**src/rtl/xbar_pkg.sv**
```systemverilog
package xbar_pkg;

    localparam int unsigned XB_DEF_PINS = 7;

    // width of a source index able to name every pin plus one "none" code
    function automatic int unsigned xb_sel_width(input int unsigned pins);
        return $clog2(pins + 1);
    endfunction

    // width of the full routing pattern for both sides
    function automatic int unsigned xb_cfg_width(input int unsigned pins);
        return 2 * pins * (xb_sel_width(pins) + 1);
    endfunction

endpackage

```
**src/rtl/xbar_shift.sv**
```systemverilog
module xbar_shift #(
    parameter int unsigned CFG_W = 56
) (
    input  logic             clk,
    input  logic             rst_n,
    input  logic             we,
    input  logic             din,
    output logic [CFG_W-1:0] pattern
);

    typedef struct packed {
        logic [CFG_W-1:0] sr;
    } shift_state_t;

    shift_state_t st_d, st_q;

    always_comb begin
        st_d = st_q;
        if (we) begin
            st_d.sr = {st_q.sr[CFG_W-2:0], din};
        end
    end

    always_ff @(posedge clk or negedge rst_n) begin
        if (!rst_n) begin
            st_q <= '0;
        end else begin
            st_q <= st_d;
        end
    end

    assign pattern = st_q.sr;

endmodule

```
**src/rtl/xbar_ctrl.sv**
```systemverilog
module xbar_ctrl #(
    parameter int unsigned CFG_W = 56
) (
    input  logic             clk,
    input  logic             rst_n,
    input  logic             load,
    input  logic [CFG_W-1:0] staged,
    output logic [CFG_W-1:0] active
);

    typedef struct packed {
        logic [CFG_W-1:0] ctrl;
    } ctrl_state_t;

    ctrl_state_t st_d, st_q;

    always_comb begin
        st_d = st_q;
        if (load) begin
            st_d.ctrl = staged;
        end
    end

    always_ff @(posedge clk or negedge rst_n) begin
        if (!rst_n) begin
            st_q <= '0;
        end else begin
            st_q <= st_d;
        end
    end

    assign active = st_q.ctrl;

endmodule

```
**src/rtl/xbar_side.sv**
```systemverilog
module xbar_side #(
    parameter int unsigned N_PINS  = 7,
    parameter int unsigned SEL_W   = 3,
    localparam int unsigned FIELD_W = SEL_W + 1,
    localparam int unsigned HALF_W  = N_PINS * FIELD_W
) (
    input  logic [HALF_W-1:0] fields,
    input  logic [N_PINS-1:0] src,
    output logic [N_PINS-1:0] dst_out,
    output logic [N_PINS-1:0] dst_oe
);

    typedef struct packed {
        logic             en;
        logic [SEL_W-1:0] idx;
    } field_t;

    for (genvar k = 0; k < N_PINS; k++) begin : g_dst
        field_t f;
        logic   pick;

        assign f = field_t'(fields[k*FIELD_W +: FIELD_W]);

        always_comb begin
            pick = 1'b0;
            for (int j = 0; j < N_PINS; j++) begin
                if (f.idx == SEL_W'(j)) begin
                    pick = src[j];
                end
            end
        end

        assign dst_oe[k]  = f.en;
        assign dst_out[k] = f.en & pick;
    end

endmodule

```
**src/rtl/trig_xbar.sv**
```systemverilog
module trig_xbar
    import xbar_pkg::*;
#(
    parameter int unsigned N_PINS = XB_DEF_PINS
) (
    input  logic              clk,
    input  logic              rst_n,
    input  logic              shift_we,
    input  logic              shift_din,
    input  logic              load_stb,
    input  logic [N_PINS-1:0] a_in,
    output logic [N_PINS-1:0] a_out,
    output logic [N_PINS-1:0] a_oe,
    input  logic [N_PINS-1:0] b_in,
    output logic [N_PINS-1:0] b_out,
    output logic [N_PINS-1:0] b_oe
);

    localparam int unsigned SEL_W  = xb_sel_width(N_PINS);
    localparam int unsigned HALF_W = N_PINS * (SEL_W + 1);
    localparam int unsigned CFG_W  = xb_cfg_width(N_PINS);

    logic [CFG_W-1:0] shift_pat;
    logic [CFG_W-1:0] ctrl_pat;

    xbar_shift #(.CFG_W(CFG_W)) u_shift (
        .clk     (clk),
        .rst_n   (rst_n),
        .we      (shift_we),
        .din     (shift_din),
        .pattern (shift_pat)
    );

    xbar_ctrl #(.CFG_W(CFG_W)) u_ctrl (
        .clk    (clk),
        .rst_n  (rst_n),
        .load   (load_stb),
        .staged (shift_pat),
        .active (ctrl_pat)
    );

    // upper half: shared-line destinations fed from local sources
    xbar_side #(.N_PINS(N_PINS), .SEL_W(SEL_W)) u_to_b (
        .fields  (ctrl_pat[CFG_W-1:HALF_W]),
        .src     (a_in),
        .dst_out (b_out),
        .dst_oe  (b_oe)
    );

    // lower half: local destinations fed from shared lines
    xbar_side #(.N_PINS(N_PINS), .SEL_W(SEL_W)) u_to_a (
        .fields  (ctrl_pat[HALF_W-1:0]),
        .src     (b_in),
        .dst_out (a_out),
        .dst_oe  (a_oe)
    );

endmodule

```
**config.mk**
```make
export PLATFORM = sky130hd
export DESIGN_NAME = trig_xbar
export DESIGN_NICKNAME = d
export VERILOG_FILES = /design/src/rtl/xbar_pkg.sv /design/src/rtl/xbar_shift.sv /design/src/rtl/xbar_ctrl.sv /design/src/rtl/xbar_side.sv /design/src/rtl/trig_xbar.sv
export SDC_FILE = /design/constraint.sdc
export NUM_CORES = 1
export LEC_CHECK = 0
export BUFFER_PORTS_ARGS = -buffer_cell sky130_fd_sc_hd__buf_2
export CORE_AREA = 2 2 88 124
export CTS_CLUSTER_DIAMETER = 60
export DETAILED_ROUTE_END_ITERATION = 10
export DIE_AREA = 0 0 90 126
export HOLD_SLACK_MARGIN = 0.02
export PLACE_DENSITY = 0.7
export SYNTH_ARGS = -nofsm -noshare
export SYNTH_HDL_FRONTEND = slang
export SYNTH_SLANG_ARGS = --single-unit
```
**constraint.sdc**
```tcl
create_clock -name clk -period 1.81 [get_ports clk]
set_clock_uncertainty 0.15 [all_clocks]
set_input_delay 0.362 -clock clk [delete_from_list [all_inputs] [get_ports clk]]
set_output_delay 0.362 -clock clk [all_outputs]
set_load 0.03 [all_outputs]
```
==> results.md <==
- Outcome: complete, but fails checks
- Failing checks: setup timing
- Leakage dissipation: about 2.9 nW
- Pre-antenna DRT Iters: 4
- FF/Latch Area: 0.002803 sq mm
- CTS tree: built
- Die height: around 130 um
- Relative slew slack: approximately 78%
- Die W: roughly 90 um
- Largest net degree at the start of global routing: 57
- Vias per cell: between 5 and 6
- Worst-margin pin slew: between 300 and 400 ps
- Area delta synth->final: 17.06%
- XOR/XNOR share of the synthesized area: 0%
- WP data required: ~1300 ps
- Worst setup SP type: register
- Reg2reg path depth: 3
- NumNets Final: 400
- CP arrival: ~1600 ps
- Initial antenna violation count: 0
- Final GP Congestion: 0.7841
- Slew Viols, Final: 0
- F_max: 464.7 MHz
- Largest family of logic cells by synthesized area: multiplexers
- # port buffers: 46
- Compound-gate portion of the synthesized area: 5.015%
- Placement Setup Slack: -116.5 ps
- Critical path origin: u_ctrl.active[33]
- I/O pin cnt: 47
- Tmin final: between 2000 and 2500 ps
- Routed Antenna Nets: 0
- Sequential area share after synthesis: between 50% and 60%
- Sinks on Clock Net: between 100 and 150
- CP endpoint: b_out[1]
- Initial DRC count: 95
- Reg-to-reg slack, setup: a little over 600 ps
- DP HPWL: between 6000 and 7000 um
- Vias in the first global route: just over 3000
- Vias: roughly 2900
- Final hold violation count: 0
- Die area: 0.01134 sq mm
- Yosys warning count: 0
- Adder-Cell Fraction of Synth Area: 0%
- Area of the multi-input gates: a little over 0.002 sq mm
- Synth Cell Area: roughly 0.0050 sq mm
- N_diodes: 0
- Filler instances: 853
- Final Power: 0.007223 W
- Root buffer cell: clkbuf_16
- PnR worst setup slack: -342.0 ps
- Initial Util: between 40% and 50%
- Total Routing Usage GR: between 10% and 20%
- Worst skew pair latency: ~340 ps
- Max-cap violation count: 0
- H-tree depth: 3
- Reg2Reg Capture Point: u_ctrl.active[53]
- Yosys reg bits: 112
- Multiplexer share of the synthesized area: between 30 and 40%
- Core area: 0.01024 sq mm
- CP endpoint kind: output pin
- First-pass GRT wire length: 15530 um
- RSZ-0062 raised after global routing: yes
- CP Class: reg2out
- Hold_ws: ~100 ps
- Syn_area_per_cell: ~16 sq um
- Grt ovf: 0
- Power Density: about 1200 mW/mm^2
- Fraction of layout cells with a size suffix above 1: between 50% and 60%
- Total CTS buffers: 9
- Synth cell types: 14
- WL/cell: ~17 um
- Final setup fails: 14
- DRC viols: 0
- Fin crit share: 118.9%
- Final wirelength: around 9100 um
- Crit Path Max Fanout: 2
- Maximum vdd ir drop: between 900 and 1000 uV
- Cell Rows: 44
- Clock buffer depth: 2
- Synthesized instance count: between 300 and 400
- Min-Delay Path Class: in2reg
- Clock-pin slew on the worst setup and hold paths: roughly 70 ps
- Worst reg2reg startpoint: u_ctrl.active[53]
- Synth Area in Simple Gates: about 1.6%
- Post-Syn Nets: approximately 340
## kinds of logic after synthesis
logic type,after synthesis
buffers and inverters,26
muxes,140
and+or+nand+nor,14
DFF,112
AOI/OAI and AO/OA,30
## synthesized netlist by cell type (all sizes together)
cell    count  area, sq um
nand2       6        22.52
a21oi       2        10.01
o21a        2        15.01
mux2      112         1261
o211ai      6        45.04
o211a      12        120.1
dfrtp     112         2803
buf        26        185.2
mux4       14        315.3
o21ai       2        10.01
nand3b      8        60.06
o221ai      6        52.55
mux2i      14        140.1
## flip-flops by register name, indices dropped and copies added (netlist names)
register and count:
u_ctrl.active 56, u_shift.pattern 56
## worst min path at each step
| stage | from | to | depth (start not counted) |
|---|---|---|---|
| after global routing | shift_din | u_shift.pattern[0] | 2 |
| after detailed placement | rst_n | u_ctrl.active[39] | 1 |
| after floorplan | rst_n | u_ctrl.active[0] | 0 |
| after CTS | shift_din | u_shift.pattern[0] | 2 |
| final | shift_din | u_shift.pattern[0] | 2 |
| after global placement | rst_n | u_ctrl.active[39] | 1 |
## metrics by stage
step / instances / setup TNS [ps] / instance area, sq um / utilization, %
2_1_floorplan: 322 / 0 / 5040 / -
3_3_place_gp: 499 / -834.9 / 5453 / 53.25
3_5_place_dp: 499 / -946.3 / 5453 / 53.25
4_1_cts: 520 / -4454 / 5862 / 57.25
5_1_grt: 523 / -4987 / 5899 / 57.61
6_report: 523 / -4135 / 5899 / 57.61
## where the power goes
group          switching [W]  internal [W]
clock               0.000876      0.000976
sequential          0.000481       0.00306
combinational       0.000784       0.00104
total                0.00214       0.00508
## critical path, cell delays in order (launching register included)
cell and delay [ps]:
dfrtp_1 390, mux4_2 520, o211a_1 240, buf_6 140
## placed cells by master (no fill, tap or decap), types with 2 or more instances in the layout
cell type	n
mux2_2	112
dfrtp_1	112
buf_2	31
buf_4	25
mux2i_1	14
mux4_2	14
buf_6	13
o211a_1	12
clkbuf_16	9
nand3b_1	8
nand2_1	6
o221ai_1	6
o211ai_1	6
buf_12	4
clkinv_4	3
o21a_1	2
o21ai_2	2
## metal layers
layer,wire length [um],up-vias,track usage (%)
li1,-,1320,-
met1,3815,1509,20.57
met2,4833,61,30.08
met3,365,12,3.708
met4,135,0,6.154
met5,0,-,0
## repair_timing
item | in CTS | in global routing
gates resized for setup | 26 | 4
cloned | 0 | 0
buffers inserted | 5 | 3
hold buffers | 1 | 0
endpoints found under the setup margin | 14 | 14
pin swaps | 0 | 1
hold endpoints to repair | 16 | 0
## layout make-up
| type | count | share of cell area (%) |
|---|---|---|
| repair buffers | 74 | 9.820 |
| clock buffers | 10 | 4.051 |
| multi-input cells | 184 | 34.97 |
| flip-flops and latches | 112 | 47.51 |
| clock inverters | 5 | 0.7211 |
| well taps | 138 | 2.927 |
(Power assumes the default switching activity.)
